File: config.mk
export PLATFORM = sky130hd
export DESIGN_NAME = refresh_lp_seq
export DESIGN_NICKNAME = d
export VERILOG_FILES = /design/src/rtl/rlp_pkg.sv /design/src/rtl/rlp_wait_ctr.sv /design/src/rtl/rlp_timers.sv /design/src/rtl/rlp_ctrl.sv /design/src/rtl/refresh_lp_seq.sv
export SDC_FILE = /design/constraint.sdc
export NUM_CORES = 1
export LEC_CHECK = 0
export BUFFER_PORTS_ARGS = -buffer_cell sky130_fd_sc_hd__buf_2
export CORE_ASPECT_RATIO = 0.5
export CORE_MARGIN = 4
export CORE_UTILIZATION = 62
export CTS_CLUSTER_DIAMETER = 30
export CTS_CLUSTER_SIZE = 10
export DETAILED_ROUTE_END_ITERATION = 8
export GPL_ROUTABILITY_DRIVEN = 0
export PLACE_DENSITY = 0.85
export SLEW_MARGIN = 10
export SYNTH_ARGS = -nofsm -noshare
export SYNTH_HDL_FRONTEND = slang
export SYNTH_SLANG_ARGS = --single-unit
export TNS_END_PERCENT = 50
File: constraint.sdc
create_clock -name clk -period 4.4 [get_ports clk]
set_input_delay 0.88 -clock clk [delete_from_list [all_inputs] [get_ports clk]]
set_output_delay 0.88 -clock clk [all_outputs]
set_load 0.01 [all_outputs]
File: src/rtl/rlp_pkg.sv
`timescale 1ns/1ps
package rlp_pkg;
  typedef enum logic [2:0] {
    CMD_NOP      = 3'd0,
    CMD_REF      = 3'd1,
    CMD_SR_ENTER = 3'd2,
    CMD_SR_EXIT  = 3'd3,
    CMD_PD_ENTER = 3'd4,
    CMD_PD_EXIT  = 3'd5
  } cmd_e;

  typedef enum logic [1:0] {
    ST_ACTIVE,
    ST_PWRDN,
    ST_PDWAIT,
    ST_SELFREF
  } state_e;

  // strobes from control to datapath
  typedef struct packed {
    logic cntRun;
    logic cntRestart;
    logic ldRfc;
    logic ldExit;
    logic ldSettle;
    logic ldPdx;
  } ctl_strobes_t;

  // status from datapath to control
  typedef struct packed {
    logic due;
    logic rfcBusy;
    logic exitBusy;
    logic settleBusy;
    logic pdxBusy;
    logic pendExit;
    logic refDone;
  } dp_status_t;
endpackage

File: src/rtl/rlp_wait_ctr.sv
`timescale 1ns/1ps
module rlp_wait_ctr #(
  parameter int W = 4
) (
  input  logic         clk,
  input  logic         rst_n,
  input  logic         ld,
  input  logic [W-1:0] ldVal,
  output logic         busy
);
  logic [W-1:0] cnt;

  always_ff @(posedge clk or negedge rst_n) begin
    if (!rst_n)          cnt <= '0;
    else if (ld)         cnt <= ldVal;
    else if (cnt != '0)  cnt <= cnt - 1'b1;
  end

  assign busy = (cnt != '0);
endmodule

File: src/rtl/rlp_timers.sv
`timescale 1ns/1ps
module rlp_timers
  import rlp_pkg::*;
#(
  parameter int CNT_W          = 16,
  parameter int RFC_CYC        = 8,
  parameter int EXIT_WAIT_SLOW = 10,
  parameter int EXIT_WAIT_FAST = 12,
  parameter int READ_SETTLE    = 200,
  parameter int PDX_CYC        = 1
) (
  input  logic             clk,
  input  logic             rst_n,
  input  logic [CNT_W-1:0] refInterval,
  input  logic             fastClk,
  input  ctl_strobes_t     ctl,
  output dp_status_t       sts
);
  localparam int EXIT_MAX = (EXIT_WAIT_FAST > EXIT_WAIT_SLOW) ? EXIT_WAIT_FAST : EXIT_WAIT_SLOW;
  localparam int RFC_W    = $clog2(RFC_CYC + 1);
  localparam int EXIT_W   = $clog2(EXIT_MAX + 1);
  localparam int SET_W    = $clog2(READ_SETTLE + 1);
  localparam int PDX_W    = $clog2(PDX_CYC + 1);

  logic [CNT_W-1:0] rfshCnt;
  logic             pendExit;
  logic             refDone;
  logic [EXIT_W-1:0] exitLoad;

  // interval counter: saturates, so a due refresh stays due while blocked
  always_ff @(posedge clk or negedge rst_n) begin
    if (!rst_n)                               rfshCnt <= '0;
    else if (ctl.cntRestart)                  rfshCnt <= CNT_W'(1);
    else if (ctl.cntRun && (rfshCnt != '1))   rfshCnt <= rfshCnt + 1'b1;
  end

  always_ff @(posedge clk or negedge rst_n) begin
    if (!rst_n) begin
      pendExit <= 1'b0;
      refDone  <= 1'b0;
    end else begin
      if (ctl.ldExit)     pendExit <= 1'b1;
      else if (ctl.ldRfc) pendExit <= 1'b0;
      if (ctl.ldRfc)      refDone  <= 1'b1;
    end
  end

  assign exitLoad = fastClk ? EXIT_W'(EXIT_WAIT_FAST - 1) : EXIT_W'(EXIT_WAIT_SLOW - 1);

  rlp_wait_ctr #(.W(RFC_W)) i_rfcWait (
    .clk(clk), .rst_n(rst_n), .ld(ctl.ldRfc),
    .ldVal(RFC_W'(RFC_CYC - 1)), .busy(sts.rfcBusy));

  rlp_wait_ctr #(.W(EXIT_W)) i_exitWait (
    .clk(clk), .rst_n(rst_n), .ld(ctl.ldExit),
    .ldVal(exitLoad), .busy(sts.exitBusy));

  rlp_wait_ctr #(.W(SET_W)) i_settleWait (
    .clk(clk), .rst_n(rst_n), .ld(ctl.ldSettle),
    .ldVal(SET_W'(READ_SETTLE - 1)), .busy(sts.settleBusy));

  rlp_wait_ctr #(.W(PDX_W)) i_pdxWait (
    .clk(clk), .rst_n(rst_n), .ld(ctl.ldPdx),
    .ldVal(PDX_W'(PDX_CYC - 1)), .busy(sts.pdxBusy));

  assign sts.due      = (rfshCnt >= refInterval);
  assign sts.pendExit = pendExit;
  assign sts.refDone  = refDone;
endmodule

File: src/rtl/rlp_ctrl.sv
`timescale 1ns/1ps
module rlp_ctrl
  import rlp_pkg::*;
#(
  parameter int RFC_CYC        = 8,
  parameter int EXIT_WAIT_SLOW = 10,
  parameter int EXIT_WAIT_FAST = 12,
  parameter int READ_SETTLE    = 200
) (
  input  logic         clk,
  input  logic         rst_n,
  input  logic         selfEnterReq,
  input  logic         selfExitReq,
  input  logic         pdEnterReq,
  input  logic         pdExitReq,
  input  dp_status_t   sts,
  output ctl_strobes_t ctl,
  output cmd_e         cmdCode,
  output logic         cmdValid,
  output logic         cke,
  output logic         permitActMrs,
  output logic         permitNonRead,
  output logic         permitRead
);
  state_e st, stNxt;
  logic   permitBase;

  always_ff @(posedge clk or negedge rst_n) begin
    if (!rst_n) st <= ST_ACTIVE;
    else        st <= stNxt;
  end

  always_comb begin
    stNxt   = st;
    cmdCode = CMD_NOP;
    ctl     = '0;
    cke     = 1'b1;
    case (st)
      ST_ACTIVE: begin
        ctl.cntRun = 1'b1;
        if (!sts.rfcBusy && !sts.exitBusy) begin
          if (sts.due || sts.pendExit) begin
            cmdCode        = CMD_REF;
            ctl.ldRfc      = 1'b1;
            ctl.cntRestart = 1'b1;
          end else if (selfEnterReq) begin
            cmdCode = CMD_SR_ENTER;
            cke     = 1'b0;
            stNxt   = ST_SELFREF;
          end else if (pdEnterReq) begin
            cmdCode = CMD_PD_ENTER;
            cke     = 1'b0;
            stNxt   = ST_PWRDN;
          end
        end
      end
      ST_SELFREF: begin
        cke            = 1'b0;
        ctl.cntRestart = 1'b1;
        if (selfExitReq) begin
          cmdCode      = CMD_SR_EXIT;
          cke          = 1'b1;
          ctl.ldExit   = 1'b1;
          ctl.ldSettle = 1'b1;
          stNxt        = ST_ACTIVE;
        end
      end
      ST_PWRDN: begin
        cke        = 1'b0;
        ctl.cntRun = 1'b1;
        if (pdExitReq) begin
          cmdCode    = CMD_PD_EXIT;
          cke        = 1'b1;
          ctl.ldPdx  = 1'b1;
          stNxt      = ST_PDWAIT;
        end
      end
      ST_PDWAIT: begin
        ctl.cntRun = 1'b1;
        if (!sts.pdxBusy) stNxt = ST_ACTIVE;
      end
      default: stNxt = ST_ACTIVE;
    endcase
  end

  assign cmdValid      = (cmdCode != CMD_NOP);
  assign permitBase    = (st == ST_ACTIVE) && sts.refDone && !sts.exitBusy && !cmdValid;
  assign permitActMrs  = permitBase && !sts.rfcBusy;
  assign permitNonRead = permitBase;
  assign permitRead    = permitBase && !sts.settleBusy;


  sr_cke_chk: assert property (@(posedge clk) disable iff (!rst_n)
    (cmdCode == CMD_SR_ENTER) |=> (!cke || cmdCode == CMD_SR_EXIT));


  pd_cke_chk: assert property (@(posedge clk) disable iff (!rst_n)
    (cmdCode == CMD_PD_ENTER) |=> (!cke || cmdCode == CMD_PD_EXIT));


  pdx_quiet_chk: assert property (@(posedge clk) disable iff (!rst_n)
    (cmdCode == CMD_PD_EXIT) |=> (!cmdValid && !permitNonRead && !permitRead));

  if (RFC_CYC > 1) begin : g_rfcChk

    rfc_block_chk: assert property (@(posedge clk) disable iff (!rst_n)
      (cmdCode == CMD_REF) |=> !permitActMrs);
  end

  if ((EXIT_WAIT_SLOW > 1) && (EXIT_WAIT_FAST > 1) && (READ_SETTLE > 1)) begin : g_exitChk

    exit_nonread_chk: assert property (@(posedge clk) disable iff (!rst_n)
      (cmdCode == CMD_SR_EXIT) |=> (!permitNonRead && !cmdValid));

    exit_read_chk: assert property (@(posedge clk) disable iff (!rst_n)
      (cmdCode == CMD_SR_EXIT) |=> !permitRead);
  end
endmodule

File: src/rtl/refresh_lp_seq.sv
`timescale 1ns/1ps
module refresh_lp_seq
  import rlp_pkg::*;
#(
  parameter int CNT_W          = 16,
  parameter int RFC_CYC        = 8,
  parameter int EXIT_WAIT_SLOW = 10,
  parameter int EXIT_WAIT_FAST = 12,
  parameter int READ_SETTLE    = 200,
  parameter int PDX_CYC        = 1
) (
  input  logic             clk,
  input  logic             rst_n,
  input  logic [CNT_W-1:0] refInterval,
  input  logic             fastClk,
  input  logic             selfEnterReq,
  input  logic             selfExitReq,
  input  logic             pdEnterReq,
  input  logic             pdExitReq,
  output logic             cmdValid,
  output logic [2:0]       cmdCode,
  output logic             cke,
  output logic             permitActMrs,
  output logic             permitNonRead,
  output logic             permitRead
);
  ctl_strobes_t ctl;
  dp_status_t   sts;
  cmd_e         cmdE;

  rlp_ctrl #(
    .RFC_CYC(RFC_CYC), .EXIT_WAIT_SLOW(EXIT_WAIT_SLOW),
    .EXIT_WAIT_FAST(EXIT_WAIT_FAST), .READ_SETTLE(READ_SETTLE)
  ) i_ctrl (
    .clk(clk), .rst_n(rst_n),
    .selfEnterReq(selfEnterReq), .selfExitReq(selfExitReq),
    .pdEnterReq(pdEnterReq), .pdExitReq(pdExitReq),
    .sts(sts), .ctl(ctl), .cmdCode(cmdE), .cmdValid(cmdValid), .cke(cke),
    .permitActMrs(permitActMrs), .permitNonRead(permitNonRead), .permitRead(permitRead));

  rlp_timers #(
    .CNT_W(CNT_W), .RFC_CYC(RFC_CYC), .EXIT_WAIT_SLOW(EXIT_WAIT_SLOW),
    .EXIT_WAIT_FAST(EXIT_WAIT_FAST), .READ_SETTLE(READ_SETTLE), .PDX_CYC(PDX_CYC)
  ) i_timers (
    .clk(clk), .rst_n(rst_n), .refInterval(refInterval), .fastClk(fastClk),
    .ctl(ctl), .sts(sts));

  assign cmdCode = cmdE;
endmodule

==> results.yml <==
synthesis:
  seq_area_frac_synth_pct: 37.46
  synth_warnings: 0
  synth_edf_count: 0
  syn_area_per_cell_um2: 9.394
  synth_fp_nets: 304
  ys_types: 46
  netlist_area_um2: 2405
  ys_ff_latch: 36
  synthArstFlopShare_pct: 100.0
  synthCells: 256
  synth-main-ff-cell: "dfrtp_1"
flow_run:
  maxCapViolations: 0
cts:
  ctsRootBufferMaster: "clkbuf_8"
  clock_latency_ns: 0.30
  htreeDepth: 2
  clk_pin_slew_ns: 0.07
  tritoncts: "done"
  cts_sinks: 36
  post-cts-setup-buffers: 0
  cts_buffer_depth: 2
  cts_buffers: 5
  ctsResizeCount: 0
  hold_buffers: 0
pwr:
  p_per_area_nw_per_um2: 604.9
  switching_share_pct: 41.13
  p_int_uw: 954.9
  switchingPower_uw: 667.1
  irDropWorstVdd_mv: 0.3002
  power_uw: 1622
  p_comb_share_pct: 43.4
  power.leakage_uw: 0.001315
  clkPwrFrac_pct: 15.6
  p_seq_share_pct: 41.1
cells_and_area:
  diodes: 0
  multi_input_area_um2: 1361
  register_area_um2: 900.9
  syn2layout_area_growth_pct: 11.50
  nFillCells: 252
  final_nets: 338
  drive_gt1_share_pct: 16.15
detailed_routing:
  wl_per_cell_um: 14.48
  via_per_inst: 5.722
  vias: 1957
  post-route-drc-count: 0
  drt-total-wl_um: 4951
  postRouteAntennaNets: 0
  drt_pass1_iterations: 4
  drtIter0Drc: 59
grt:
  grt_pass1_vias: 1957
  grt_pass1_wl_um: 8562
  grt-ovfl-total: 0
  grt_usage_pct: 22.65
  grt_max_degree: 37
  grt_antenna_before_repair: 0
timing:
  tns_ns: 0
  fmax_mhz: 245.4
  finalSetupViolCount: 0
  tightest_slew_ns: 0.8215
  final.min_clock_period_ns: 4.075
  fin_crit_sh_pct: 92.61
  rsz0062_at_grt: "false"
  hold_viol_final: 0
  slew_headroom_pct: 45.23
  final_max_slew_viol_count: 0
  finClkSkew_ns: 0.006950
floorplanning:
  chipHeight_um: 52.04
  start_util_pct: 67.09
  rows: 15
  die_width_um: 96.08
  core_um2: 3585
  fp.dieArea_um2: 5000
  ios: 31
worst_setup_path:
  path_max_fanout: 4
  worstPathArrival_ns: 3.20
  setup.worst_path.end_class: "output pin"
  cp.required_ns: 3.52
  start_kind: "primary input"
  setup.worst_path.class: "primary input to output pin"
hold_path:
  hold_path_class: "flop to flop"
outcome:
  outcome: "finished, final reports clean"
placement:
  numPortBuffers: 30
  dpl.hpwl_um: 3653
-- cell usage in the layout (no fill, tap or decap), drive strengths merged, types with 7 or more instances in the layout --
cell type,count
nor2,32
inv,30
ha,25
nor3,7
a21oi,11
xnor2,8
nand4,9
xor2,14
nand3,9
nand2,12
dfrtp,36
buf,30
-- logic make-up (layout without fill, tap and decap cells) --
group,Yosys count,in the layout,synth area share (%)
flip-flops,36,36,37.46
AND/OR/NAND/NOR,100,100,23.05
AO/OA/AOI/OAI,36,36,10.87
buffers and inverters,33,68,5.931
multiplexers,4,4,1.665
XOR/XNOR,22,22,8.013
adder cells (fa/ha/maj),25,25,13.01
-- power by group through the flow --
stage	sequential [uW]	combinational, uW	clock, uW
CTS	663	707	256
finish	666	704	252
detailed placement	668	697	0
global route	696	807	271
global placement	660	648	0
floorplan	628	554	0
-- layer usage --
layer / routed length (um) / up-vias / global-route usage [%]
met5: 0 / - / 0
met4: 78 / 0 / 8.962
met3: 196 / 12 / 5.202
met2: 2426 / 35 / 39.20
met1: 2249 / 944 / 27.50
li1: - / 966 / -
-- final cells by class --
cell class | count | share of cell area [%]
multi-input cells | 187 | 50.77
clock inverters | 2 | 0.3733
well taps | 51 | 2.380
flip-flops and latches | 36 | 33.60
clock buffers | 6 | 3.080
inverters | 30 | 4.200
repair buffers | 30 | 5.600
-- metrics by stage --
step                      worst slack [ns]  util (%)  std cells  hold slack (ns)  cell area [um2]
after CTS                           0.3458     74.80        342           0.4925             2681
after floorplan                     0.8869         -        256           0.4405             2405
after detailed placement            0.3792     72.22        334           0.4762             2589
after global routing               0.07941     74.80        342           0.5185             2681
after global placement              0.5211     72.22        334           0.4550             2589
final                               0.3249     74.80        342           0.4955             2681
-- worst max-delay path, cell delays in order --
cell      delay (ns)
buf_2           0.07
inv_1           0.03
ha_1            0.29
nand4_1         0.15
or3_1           0.39
o32ai_1         0.44
nor3_1          0.18
a311oi_1        0.48
nor3b_1         0.12
buf_2           0.16
-- sequential cells by signal, summed over array words and instances, names as in the netlist --
name                       flops
i_timers.pendExit              1
i_timers.i_exitWait.cnt        4
i_timers.i_rfcWait.cnt         4
i_timers.i_settleWait.cnt      8
i_ctrl.st                      2
i_timers.refDone               1
i_timers.rfshCnt              16
-- worst paths after layout --
check,from,end,slack [ns],cells after the start
max reg2reg,i_timers.rfshCnt[6]$_DFFE_PN0P_,i_timers.rfshCnt[15]$_DFFE_PN0P_,1.66,7
min in group asynchronous,rst_n,i_timers.i_settleWait.cnt[2]$_DFFE_PN0P_,0.68,1
max in group asynchronous,rst_n,i_timers.rfshCnt[11]$_DFFE_PN0P_,3.21,1
min,i_timers.i_rfcWait.cnt[1]$_DFFE_PN0P_,i_timers.i_rfcWait.cnt[1]$_DFFE_PN0P_,0.50,1
max,refInterval[13],permitActMrs,0.32,10
min reg2reg,i_timers.i_rfcWait.cnt[1]$_DFFE_PN0P_,i_timers.i_rfcWait.cnt[1]$_DFFE_PN0P_,0.50,1
-- synthesized netlist by cell type, drive strengths merged, types with 4 or more instances --
| library cell | n | area (um2) |
|---|---|---|
| inv | 30 | 112.6 |
| nor3b | 4 | 52.55 |
| nand2 | 12 | 45.04 |
| a21oi | 11 | 58.81 |
| nor2 | 32 | 120.1 |
| or3 | 5 | 31.28 |
| nand4 | 9 | 56.30 |
| nand3 | 9 | 45.04 |
| ha | 25 | 312.8 |
| mux2i | 4 | 40.04 |
| nor3 | 7 | 35.03 |
| xnor2 | 8 | 70.07 |
| xor2 | 14 | 122.6 |
| and3 | 4 | 25.02 |
| dfrtp | 36 | 900.9 |
(Power assumes the default switching activity.)
